[src/rtl/sls_pkg.sv]
package sls_pkg;
   typedef enum logic [1:0] {
      ST_IDLE = 2'd0,
      ST_ARM  = 2'd1,
      ST_RUN  = 2'd2
   } stream_state_t;

   localparam int unsigned SRC_PORTS = 2;
endpackage

[src/rtl/sls_line_timer.sv]
module sls_line_timer #(
   parameter int unsigned CNT_W = 12
) (
   input  logic             clk,
   input  logic             rst,
   input  logic [CNT_W-1:0] last_cnt,
   input  logic [CNT_W-1:0] sync_at,
   output logic             sync_active_o,
   output logic             line_step_o,
   output logic             line_start_o
);
   logic [CNT_W-1:0] pos_q;
   logic [CNT_W-1:0] pos_nxt;
   logic             sync_q;

   always_comb begin
      if (pos_q >= last_cnt) pos_nxt = '0;
      else                   pos_nxt = pos_q + 1'b1;
   end

   always_ff @(posedge clk) begin
      if (rst) begin
         pos_q  <= '0;
         sync_q <= 1'b0;
      end else begin
         pos_q  <= pos_nxt;
         sync_q <= (pos_nxt >= sync_at);
      end
   end

   assign sync_active_o = sync_q;
   assign line_step_o   = (pos_q == sync_at);
   assign line_start_o  = (pos_q == '0);

   a_r1_wrap: assert property (@(posedge clk) disable iff (rst)
      (pos_q >= last_cnt) |=> (pos_q == '0));
endmodule

[src/rtl/sls_frame_timer.sv]
module sls_frame_timer #(
   parameter int unsigned LINE_W = 10
) (
   input  logic              clk,
   input  logic              rst,
   input  logic              step,
   input  logic [LINE_W-1:0] frame_len,
   input  logic [LINE_W-1:0] band_first,
   input  logic [LINE_W-1:0] band_last,
   output logic              band_active_o
);
   logic [LINE_W-1:0] row_q;
   logic [LINE_W-1:0] row_nxt;
   logic [LINE_W:0]   row_inc;
   logic              band_q;

   assign row_inc = {1'b0, row_q} + 1'b1;

   always_comb begin
      row_nxt = row_q;
      if (step) begin
         if (row_inc >= {1'b0, frame_len}) row_nxt = '0;
         else                              row_nxt = row_inc[LINE_W-1:0];
      end
   end

   always_ff @(posedge clk) begin
      if (rst) begin
         row_q  <= '0;
         band_q <= 1'b0;
      end else begin
         row_q  <= row_nxt;
         band_q <= (row_nxt >= band_first) && (row_nxt <= band_last);
      end
   end

   assign band_active_o = band_q;

   a_r3_step_only_on_event: assert property (@(posedge clk) disable iff (rst)
      !step |=> $stable(row_q));
endmodule

[src/rtl/sls_pace_timer.sv]
module sls_pace_timer #(
   parameter int unsigned PACE_W = 8
) (
   input  logic              clk,
   input  logic              rst,
   input  logic [PACE_W-1:0] last_cnt,
   output logic              tick_o
);
   logic [PACE_W-1:0] beat_q;

   always_ff @(posedge clk) begin
      if (rst)                    beat_q <= '0;
      else if (beat_q >= last_cnt) beat_q <= '0;
      else                        beat_q <= beat_q + 1'b1;
   end

   assign tick_o = (beat_q >= last_cnt);

   a_r5_tick_restarts: assert property (@(posedge clk) disable iff (rst)
      tick_o |=> (beat_q == '0));
endmodule

[src/rtl/sls_channel.sv]
module sls_channel #(
   parameter int unsigned CELL_W = 10
) (
   input  logic              clk,
   input  logic              rst,
   input  logic              clr,
   input  logic              fire,
   input  logic [CELL_W-1:0] quota,
   output logic [CELL_W-1:0] addr_o,
   output logic              done_o
);
   logic [CELL_W-1:0] taken_q;

   always_ff @(posedge clk) begin
      if (rst || clr) taken_q <= '0;
      else if (fire)  taken_q <= taken_q + 1'b1;
   end

   assign addr_o = taken_q;
   assign done_o = (taken_q >= quota);

   a_r7_within_quota: assert property (@(posedge clk) disable iff (rst)
      fire |-> !done_o);
endmodule

[src/rtl/scan_streamer.sv]
module scan_streamer
   import sls_pkg::*;
#(
   parameter int unsigned CNT_W  = 12,
   parameter int unsigned LINE_W = 10,
   parameter int unsigned PACE_W = 8,
   parameter int unsigned CELL_W = 10,
   parameter int unsigned PIX_W  = 8,
   parameter logic [PIX_W-1:0] BLACK_PIX = '0
) (
   input  logic              clk,
   input  logic              rst,
   input  logic [CNT_W-1:0]  cfg_line_last,
   input  logic [CNT_W-1:0]  cfg_hsync_at,
   input  logic              cfg_hsync_high,
   input  logic [LINE_W-1:0] cfg_frame_lines,
   input  logic [LINE_W-1:0] cfg_vsync_first,
   input  logic [LINE_W-1:0] cfg_vsync_last,
   input  logic              cfg_vsync_high,
   input  logic [PACE_W-1:0] cfg_pace_last,
   input  logic [CELL_W-1:0] cfg_cells,
   input  logic              cfg_dual,
   output logic [CELL_W-1:0] src0_addr,
   input  logic [PIX_W-1:0]  src0_data,
   output logic [CELL_W-1:0] src1_addr,
   input  logic [PIX_W-1:0]  src1_data,
   output logic [PIX_W-1:0]  pix_o,
   output logic              hsync_o,
   output logic              vsync_o,
   output logic              underrun_o
);
   localparam int unsigned NSRC = SRC_PORTS;

   if (CNT_W < 2)  begin : g_bad_cnt  $error("CNT_W must be at least 2");  end
   if (LINE_W < 1) begin : g_bad_line $error("LINE_W must be at least 1"); end
   if (PACE_W < 1) begin : g_bad_pace $error("PACE_W must be at least 1"); end
   if (CELL_W < 1) begin : g_bad_cell $error("CELL_W must be at least 1"); end
   if (PIX_W < 1)  begin : g_bad_pix  $error("PIX_W must be at least 1");  end

   logic hs_active, line_step, line_start, vs_active, tick;

   sls_line_timer #(.CNT_W(CNT_W)) u_line (
      .clk          (clk),
      .rst          (rst),
      .last_cnt     (cfg_line_last),
      .sync_at      (cfg_hsync_at),
      .sync_active_o(hs_active),
      .line_step_o  (line_step),
      .line_start_o (line_start)
   );

   sls_frame_timer #(.LINE_W(LINE_W)) u_frame (
      .clk          (clk),
      .rst          (rst),
      .step         (line_step),
      .frame_len    (cfg_frame_lines),
      .band_first   (cfg_vsync_first),
      .band_last    (cfg_vsync_last),
      .band_active_o(vs_active)
   );

   sls_pace_timer #(.PACE_W(PACE_W)) u_pace (
      .clk     (clk),
      .rst     (rst),
      .last_cnt(cfg_pace_last),
      .tick_o  (tick)
   );

   assign hsync_o = cfg_hsync_high ? hs_active : ~hs_active;
   assign vsync_o = cfg_vsync_high ? vs_active : ~vs_active;

   stream_state_t     state_q;
   logic              turn_q;
   logic              sel;
   logic              take, abort, all_done;
   logic [NSRC-1:0]   fire, done;
   logic [CELL_W-1:0] quota [NSRC];
   logic [CELL_W-1:0] addr  [NSRC];
   logic [PIX_W-1:0]  rdata [NSRC];
   logic [PIX_W-1:0]  pix_q;
   logic              underrun_q;

   assign quota[0] = cfg_dual ? (cfg_cells - (cfg_cells >> 1)) : cfg_cells;
   assign quota[1] = cfg_dual ? (cfg_cells >> 1) : '0;
   assign rdata[0] = src0_data;
   assign rdata[1] = src1_data;
   assign src0_addr = addr[0];
   assign src1_addr = addr[1];

   assign all_done = &done;
   assign abort    = line_start && (state_q != ST_IDLE);
   assign take     = (state_q == ST_RUN) && tick && !line_start;

   always_comb begin
      if (!cfg_dual)    sel = 1'b0;
      else if (done[0]) sel = 1'b1;
      else if (done[1]) sel = 1'b0;
      else              sel = turn_q;
   end

   for (genvar j = 0; j < NSRC; j++) begin : g_src
      assign fire[j] = take && !all_done && (sel == 1'(j));
      sls_channel #(.CELL_W(CELL_W)) u_chan (
         .clk   (clk),
         .rst   (rst),
         .clr   (state_q == ST_ARM),
         .fire  (fire[j]),
         .quota (quota[j]),
         .addr_o(addr[j]),
         .done_o(done[j])
      );
   end

   always_ff @(posedge clk) begin
      if (rst) begin
         state_q <= ST_IDLE;
         turn_q  <= 1'b0;
      end else begin
         if (line_start) begin
            state_q <= ST_ARM;
         end else begin
            case (state_q)
               ST_ARM:  state_q <= ST_RUN;
               ST_RUN:  if (take && all_done) state_q <= ST_IDLE;
               default: state_q <= state_q;
            endcase
         end
         if (state_q == ST_ARM)                turn_q <= 1'b0;
         else if (take && !all_done && cfg_dual) turn_q <= ~turn_q;
      end
   end

   always_ff @(posedge clk) begin
      if (rst) begin
         pix_q      <= BLACK_PIX;
         underrun_q <= 1'b0;
      end else begin
         if (abort) begin
            pix_q      <= BLACK_PIX;
            underrun_q <= 1'b1;
         end else if (take) begin
            pix_q <= all_done ? BLACK_PIX : rdata[sel];
         end
      end
   end

   assign pix_o      = pix_q;
   assign underrun_o = underrun_q;

   a_r5_hold_between_ticks: assert property (@(posedge clk) disable iff (rst)
      (!take && !abort) |=> $stable(pix_q));
   a_r9_underrun_sticky: assert property (@(posedge clk) disable iff (rst)
      underrun_q |=> underrun_q);
   a_r7_one_source: assert property (@(posedge clk) disable iff (rst)
      $onehot0(fire));
   a_r8_idle_is_black: assert property (@(posedge clk) disable iff (rst)
      (state_q == ST_IDLE) |-> (pix_q == BLACK_PIX));
endmodule

[config.mk]
export PLATFORM = sky130hd
export DESIGN_NAME = scan_streamer
export DESIGN_NICKNAME = d
export VERILOG_FILES = /design/src/rtl/sls_pkg.sv /design/src/rtl/sls_line_timer.sv /design/src/rtl/sls_frame_timer.sv /design/src/rtl/sls_pace_timer.sv /design/src/rtl/sls_channel.sv /design/src/rtl/scan_streamer.sv
export SDC_FILE = /design/constraint.sdc
export NUM_CORES = 1
export LEC_CHECK = 0
export BUFFER_PORTS_ARGS = -buffer_cell sky130_fd_sc_hd__clkbuf_2
export CORE_UTILIZATION = 55
export DETAILED_ROUTE_END_ITERATION = 10
export MAX_ROUTING_LAYER = met4
export PLACE_DENSITY = 0.82
export SYNTH_ARGS = -nofsm -noshare
export SYNTH_HDL_FRONTEND = slang
export SYNTH_SLANG_ARGS = --single-unit
export TNS_END_PERCENT = 50
[constraint.sdc]
create_clock -name clk -period 7.9 [get_ports clk]
set_clock_uncertainty 0.1 [all_clocks]
set_input_delay 0.79 -clock clk [delete_from_list [all_inputs] [get_ports clk]]
set_output_delay 0.79 -clock clk [all_outputs]
set_load 0.01 [all_outputs]
==> impl_metrics.ini, run 1 <==
[power_and_ir_drop]
p_int_mw = 0.574
peakVddDrop_mv = 0.101
power.density_nw_per_um2 = 122
seq_power_share_pct = 41.6
switchingPower_mw = 0.228
p_comb_share_pct = 18.8
p_leak_nw = 3.44
swShare_pct = 28.4
p_clk_share_pct = 39.6

[route]
drt_wl_total_mm = 13.7
vias_per_cell = 5.63
routedWlPerCell_um = 14.2
dr.pass1.iters = 6
drt_first_iter_violations = 247
postRouteAntennaNets = 0
num_vias = 5413
drc = 0

[final_layout]
regArea_sq_um = 1280
final_nets = 1013
fill_cells = 825
stdcell_area_sq_um = 6590
n_antenna_cell = 0
area_growth_pct = 17.0
drive_above_1_share_pct = 18.8
multiInputGateArea_sq_um = 3950

[critical_path]
critPathCaptureType = flip-flop
cp_data_required_time_ps = 8020
worst-path-max-fanout = 6
worstPathArrival_ps = 4840
path_class = reg -> reg
startpoint_type = flip-flop

[cts]
cts.htree.levels = 3
cts_buffers = 9
cts_tree = yes
post-cts-setup-buffers = 0
cts.sinks = 64
cts_root_buf = clkbuf_8
cts.repair.resized = 0
hold_buffers = 0
path_clk_slew_ps = 70
clock_tree.buffer_depth = 2
clkLatencyLatePin_ps = 350

[sta]
fin_ws_ps = 3180
finalCritPeriodShare_pct = 59.7
fin_crit_ps = 4720
fin_tns_setup_ps = 0
finalHoldViolations = 0
final_max_slew_viol_count = 0
setup_violations = 0
rsz0062_at_grt = false
tightestPinTransition_ps = 1210
slew-limit-headroom_pct = 19.4
fmax_mhz = 212

[grt]
grt_max_degree = 28
grt.met1_usage_pct = 33.7
use_met2_pct = 46.1
antenna_found_initial = 0
grt_usage_pct = 27.6
busiest_layer = met2
gr-total-overflow = 0
grt_pass1_wl_mm = 22.5
grt_pass1_vias = 5159
grt_util_met3_pct = 3.73

[floorplanning]
rows = 36
core_sq_um = 9860
die_h_um = 103
start_util_pct = 57.0
die_w_um = 103
die-area_sq_um = 10600
ios = 124

[yosys]
yosys.area.top_type = dfxtp_1
synthTopCellsByCount = ha_1, inv_1, dfxtp_1, nand2_1, nor2_1
synth_seq_cells = 64
synth_cells = 702
netlist_area_sq_um = 5630
yosysMostFrequentCell = ha_1
yosysWarnings = 0
synth_area_leaders = dfxtp_1, ha_1, inv_1
ys_seq_area_share_pct = 22.8
synthArstFlopShare_pct = 0
ys_types = 60
synth_area_per_cell_sq_um = 8.02
synth_ff_type = dfxtp_1
synth_top_cell_area_share_pct = 22.8
synth_fp_nets = 892
synth_edf_count = 0

[min_path]
hold_path.class = reg -> reg

[placement]
hpwlAfterDp_mm = 11.0
place_ws_ps = 2900
dpl_cell_area_sq_um = 6360
place.gp.congestion = 0.968
port_buffers = 123

[outcome]
status = complete, no violations

[job]
max_cap_viol_count = 0
metal layers:
| metal | wire [um] | vias to the layer above |
|---|---|---|
| li1 | - | 2739 |
| met1 | 6260 | 2473 |
| met2 | 6430 | 173 |
| met3 | 692 | 28 |
| met4 | 267 | 0 |
| met5 | 0 | - |
cell type report:
| cell class | count | share of cell area (%) |
|---|---|---|
| multi-input cells | 535 | 60.0 |
| flip-flops and latches | 64 | 19.5 |
| repair buffers | 126 | 9.69 |
| inverters | 87 | 4.96 |
| well taps | 133 | 2.53 |
| clock buffers | 9 | 1.88 |
| clock inverters | 7 | 1.46 |
stage by stage:
stage	util, %	hold slack, ps	cells	total power [mW]
CTS	66.8	385	961	0.803
global route	66.8	425	961	0.841
detailed placement	64.5	368	945	0.491
finish	66.8	379	961	0.802
global placement	64.5	355	945	0.483
floorplan	-	349	702	0.438
power by group through the flow:
stage,combinational [mW],sequential (mW),clock [mW]
2_1_floorplan,0.0982,0.340,0
3_3_place_gp,0.143,0.341,0
3_5_place_dp,0.150,0.341,0
4_1_cts,0.151,0.333,0.319
5_1_grt,0.172,0.334,0.335
6_report,0.151,0.333,0.318
final timing paths:
check | startpoint | to | cells past startpoint | slack, ps
setup / recovery | u_frame.row_q[0]$_SDFF_PP0_ | u_frame.band_active_o$_SDFF_PP0_ | 18 | 3180
hold reg to reg | underrun_o$_SDFFE_PP0P_ | underrun_o$_SDFFE_PP0P_ | 2 | 380
setup reg to reg | u_frame.row_q[0]$_SDFF_PP0_ | u_frame.band_active_o$_SDFF_PP0_ | 18 | 3180
hold / removal | underrun_o$_SDFFE_PP0P_ | underrun_o$_SDFFE_PP0P_ | 2 | 380
flip-flops by register name (all words and copies together) (netlist names):
register / flops
g_src.u_chan.addr_o: 20
pix_o: 8
state_q: 2
turn_q: 1
u_frame.band_active_o: 1
u_frame.row_q: 10
u_line.pos_q: 12
u_line.sync_active_o: 1
u_pace.beat_q: 8
underrun_o: 1
cells by family (layout without fill, tap and decap cells):
kind of cell / Yosys count / after routing / synth area share [%]
buffers and inverters: 103 / 229 / 6.98
AOI/OAI and AO/OA: 142 / 142 / 17.1
xor gates and xnor gates: 48 / 48 / 7.47
adders and majority gates: 97 / 97 / 21.7
and+or+nand+nor: 237 / 237 / 22.0
muxes: 11 / 11 / 1.98
DFF: 64 / 64 / 22.8
cell usage in the layout, fill, tap and decap left out, types with 11 or more instances in the layout:
cell      netlist  routed
a21o_1         16      16
a21oi_1        36      36
and2_1         15      15
and3_1         11      11
clkbuf_2        0     123
dfxtp_1        64      64
ha_1           96      96
inv_1          86      86
nand2_1        48      48
nand2b_1       13      13
nand3_1        29      29
nand4_1        14      14
nor2_1         40      40
nor3_1         27      27
o21ai_0        21      21
xnor2_1        30      30
xor2_1         18      18
critical path, cell delays in order (launching register included):
cell and delay [ps]:
dfxtp_1 440, nand3_1 270, nor3_1 530, and3_1 240, xor2_1 190, ha_1 280
o211ai_1 120, nor2_1 70, a21o_1 230, nor3_1 420, mux2i_1 270, ha_1 320
nand2b_1 140, a21oi_1 180, nor2b_1 60, o21ai_0 150, a21oi_1 80, a2111oi_0 400
nor3_1 90
(Power assumes the default switching activity.)
==> run 2: changes to the inputs <==
- ABC_AREA: not set -> 1
- CORE_UTILIZATION: 55 -> 51
- PLACE_DENSITY: 0.82 -> 0.79
- clock period: 7.9 -> 4.1 ns (I/O delays scaled with it)
==> run 2 against run 1 <==
Effect of this change:
- first-iteration DRC count up 8.5%
- synthesized cell count up 29%
- wire length up 3.5%
- cell count up 23%
- via count up 12%
- clock power up 150%
- setup slack worse by 2800 ps
- combinational power up 85%
- die area up 14%
- synthesized area up 6.2%
- sequential share of layout area down 1.3 points
- critical endpoint unchanged
- highest routed layer unchanged
==> impl_metrics.ini, run 2 <==
[critical_path]
startpoint_type = flip-flop
worst-path-max-fanout = 10
worstPathArrival_ps = 3880
max_stage_delay_ps = 400
reg2reg_depth = 20
timing.rr.end = u_frame.band_active_o$_SDFF_PP0_
reg2reg_from = u_frame.row_q[0]$_SDFF_PP0_
critPathCaptureType = flip-flop
r2r_slack_ps = 350
critPathMostFrequentCell = nand2_1
cp_data_required_time_ps = 4230
path_class = reg -> reg
cp_num_buf_inv = 2
crit_chain = ha_1 -> nand2_1 -> nor2_1 -> or2_2 -> o21ai_0 -> inv_1 -> ha_1 -> nand2_1 -> nor2_1 -> nand3_1 -> nor2_1 -> nand4_1 -> buf_4 -> nand3_1 -> nand2_1 -> ha_1 -> nand2_1 -> nor4_1 -> nand3_1 -> a211oi_1
cp_top_family = simple AND/OR/NAND/NOR gates
cpMaxStageDelayCell = nor4_1

[route]
num_vias = 6053
vias_per_cell = 5.13
routedWlPerCell_um = 12.0
postRouteAntennaNets = 0
drt_wl_total_mm = 14.1
drt_first_iter_violations = 268
drc = 0
dr.pass1.iters = 5

[grt]
grt_pass1_vias = 5436
grt_usage_pct = 25.0
grt_pass1_wl_mm = 23.4
antenna_found_initial = 1
gr-total-overflow = 0
grt_max_degree = 29

[yosys]
synth_fp_nets = 1099
yosys.area.top_type = dfxtp_1
synth_top_family_by_area = simple AND/OR/NAND/NOR gates
ys_seq_area_share_pct = 21.4
synth_compound_area_share_pct = 10.3
synthArstFlopShare_pct = 0
yosys.area_share.adder_pct = 20.4
synthSimpleGateAreaFrac_pct = 31.1
ys_types = 42
synth_seq_cells = 64
synth_cells = 909
synth_edf_count = 0
synthXorXnorAreaFrac_pct = 5.57
synthTopCellsByCount = nand2_1, inv_1, ha_1, nor2_1, nand3_1
synth_ff_type = dfxtp_1
synth_top_cell_area_share_pct = 21.4
yosysWarnings = 0
yosysMostFrequentCell = nand2_1
synth_area_per_cell_sq_um = 6.57
muxShareOfSynthArea_pct = 0.168
netlist_area_sq_um = 5980
synth_area_leaders = dfxtp_1, ha_1, nand2_1

[cts]
cts_buffers = 9
path_clk_slew_ps = 50
clock_tree.buffer_depth = 2
cts_root_buf = clkbuf_16
cts_tree = yes
post-cts-setup-buffers = 0
cts.htree.levels = 3
hold_buffers = 0
clkLatencyLatePin_ps = 320
cts.repair.resized = 0
cts.sinks = 64

[floorplanning]
ios = 124
core_sq_um = 11400
die_h_um = 110
die-area_sq_um = 12200
start_util_pct = 52.3
die_w_um = 110
rows = 39

[final_layout]
largest_reg_flops = 20
layout_common_cells = nand2_1, inv_1, clkbuf_2
postLayoutCoreUtil_pct = 61.7
final_nets = 1223
final_common_cell = nand2_1
area_growth_pct = 18.0
fill_cells = 1090
drive_above_1_share_pct = 15.6

[sta]
rsz0062_at_grt = false
fin_tns_setup_ps = 0
final_max_slew_viol_count = 0
slew-limit-headroom_pct = 53.0
setup_violations = 0
fin_crit_ps = 3750
fmax_mhz = 266
tightestPinTransition_ps = 705
finalHoldViolations = 0
finalCritPeriodShare_pct = 91.5

[min_path]
hp-start = src1_data[6]
hold_path.class = in -> reg
min_to = pix_o[6]$_SDFFE_PP0P_
holdPathStages = 5

[placement]
hpwlAfterDp_mm = 11.4
place.gp.congestion = 0.949
port_buffers = 123

[job]
max_cap_viol_count = 0

[power_and_ir_drop]
peakVddDrop_mv = 0.211
p_total_mw = 1.71
p_leak_nw = 3.87
power.density_nw_per_um2 = 242

[outcome]
status = complete, no violations
## run 2: cell types whose count changed after synthesis, sizes merged, moves of 16 or more
cell / before / now
nand2: 48 / 197
inv: 86 / 150
nand3: 29 / 83
nor2: 41 / 95
a21oi: 36 / 70
xnor2: 30 / 14
## run 2: worst reg2reg max path, stage by stage, from the launching register on
cell	delay, ps
dfxtp_1	310
ha_1	200
nand2_1	130
nor2_1	100
or2_2	270
o21ai_0	110
inv_1	80
ha_1	290
nand2_1	50
nor2_1	130
nand3_1	90
nor2_1	100
nand4_1	80
buf_4	190
nand3_1	130
nand2_1	110
ha_1	310
nand2_1	90
nor4_1	400
nand3_1	120
a211oi_1	270
## run 2: cells by family after synthesis
logic type / after synthesis
and+or+nand+nor: 429
buffers and inverters: 169
AOI/OAI and AO/OA: 111
adders and majority gates: 97
DFF: 64
xor gates and xnor gates: 38
muxes: 1
## run 2: final cells by class
type / count / area (sq um) / share of cell area (%)
Clock buffer: 13 / 270 / 3.83
Sequential cell: 64 / 1280 / 18.2
Timing Repair Buffer: 131 / 676 / 9.58
Multi-Input combinational cell: 676 / 4040 / 57.3
Tap cell: 143 / 179 / 2.54
Inverter: 151 / 567 / 8.04
Antenna cell: 1 / 2.50 / 0.0355
Clock inverter: 2 / 37.5 / 0.532
## run 2: layer usage
layer	vias to the layer above	routed length, um	global-route usage, %
met2	128	6400	40.7
met4	0	286	8.18
met5	-	0	-
met1	2695	6770	31.5
met3	22	669	4.06
li1	3208	-	-
## run 2: metrics by stage
stage / setup slack (ps) / hold slack (ps) / instance area (sq um) / instances
2_1_floorplan: 738 / 341 / 5980 / 909
3_3_place_gp: 371 / 367 / 6740 / 1165
3_5_place_dp: 276 / 376 / 6740 / 1165
4_1_cts: 362 / 295 / 7050 / 1180
5_1_grt: 64.0 / 322 / 7050 / 1181
6_report: 347 / 298 / 7050 / 1181
## run 2: worst max path at each step
| stage | slack (ps) | endpoint | cells after the start | from |
|---|---|---|---|---|
| after detailed placement | 280 | pix_o[2]$_SDFFE_PP0P_ | 25 | cfg_cells[1] |
| after global routing | 60 | u_frame.band_active_o$_SDFF_PP0_ | 20 | u_frame.row_q[0]$_SDFF_PP0_ |
| after CTS | 360 | u_frame.band_active_o$_SDFF_PP0_ | 20 | u_frame.row_q[0]$_SDFF_PP0_ |
| after global placement | 370 | pix_o[6]$_SDFFE_PP0P_ | 25 | cfg_cells[1] |
| after floorplan | 740 | u_frame.band_active_o$_SDFF_PP0_ | 19 | u_frame.row_q[0]$_SDFF_PP0_ |
| final | 350 | u_frame.band_active_o$_SDFF_PP0_ | 20 | u_frame.row_q[0]$_SDFF_PP0_ |
## run 2: report_power, final
group	internal (mW)	total [mW]	leakage [nW]	switching (mW)
combinational	0.117	0.280	3.21	0.163
clock	0.517	0.787	0.148	0.270
sequential	0.631	0.642	0.517	0.0104
total	1.27	1.71	3.87	0.444
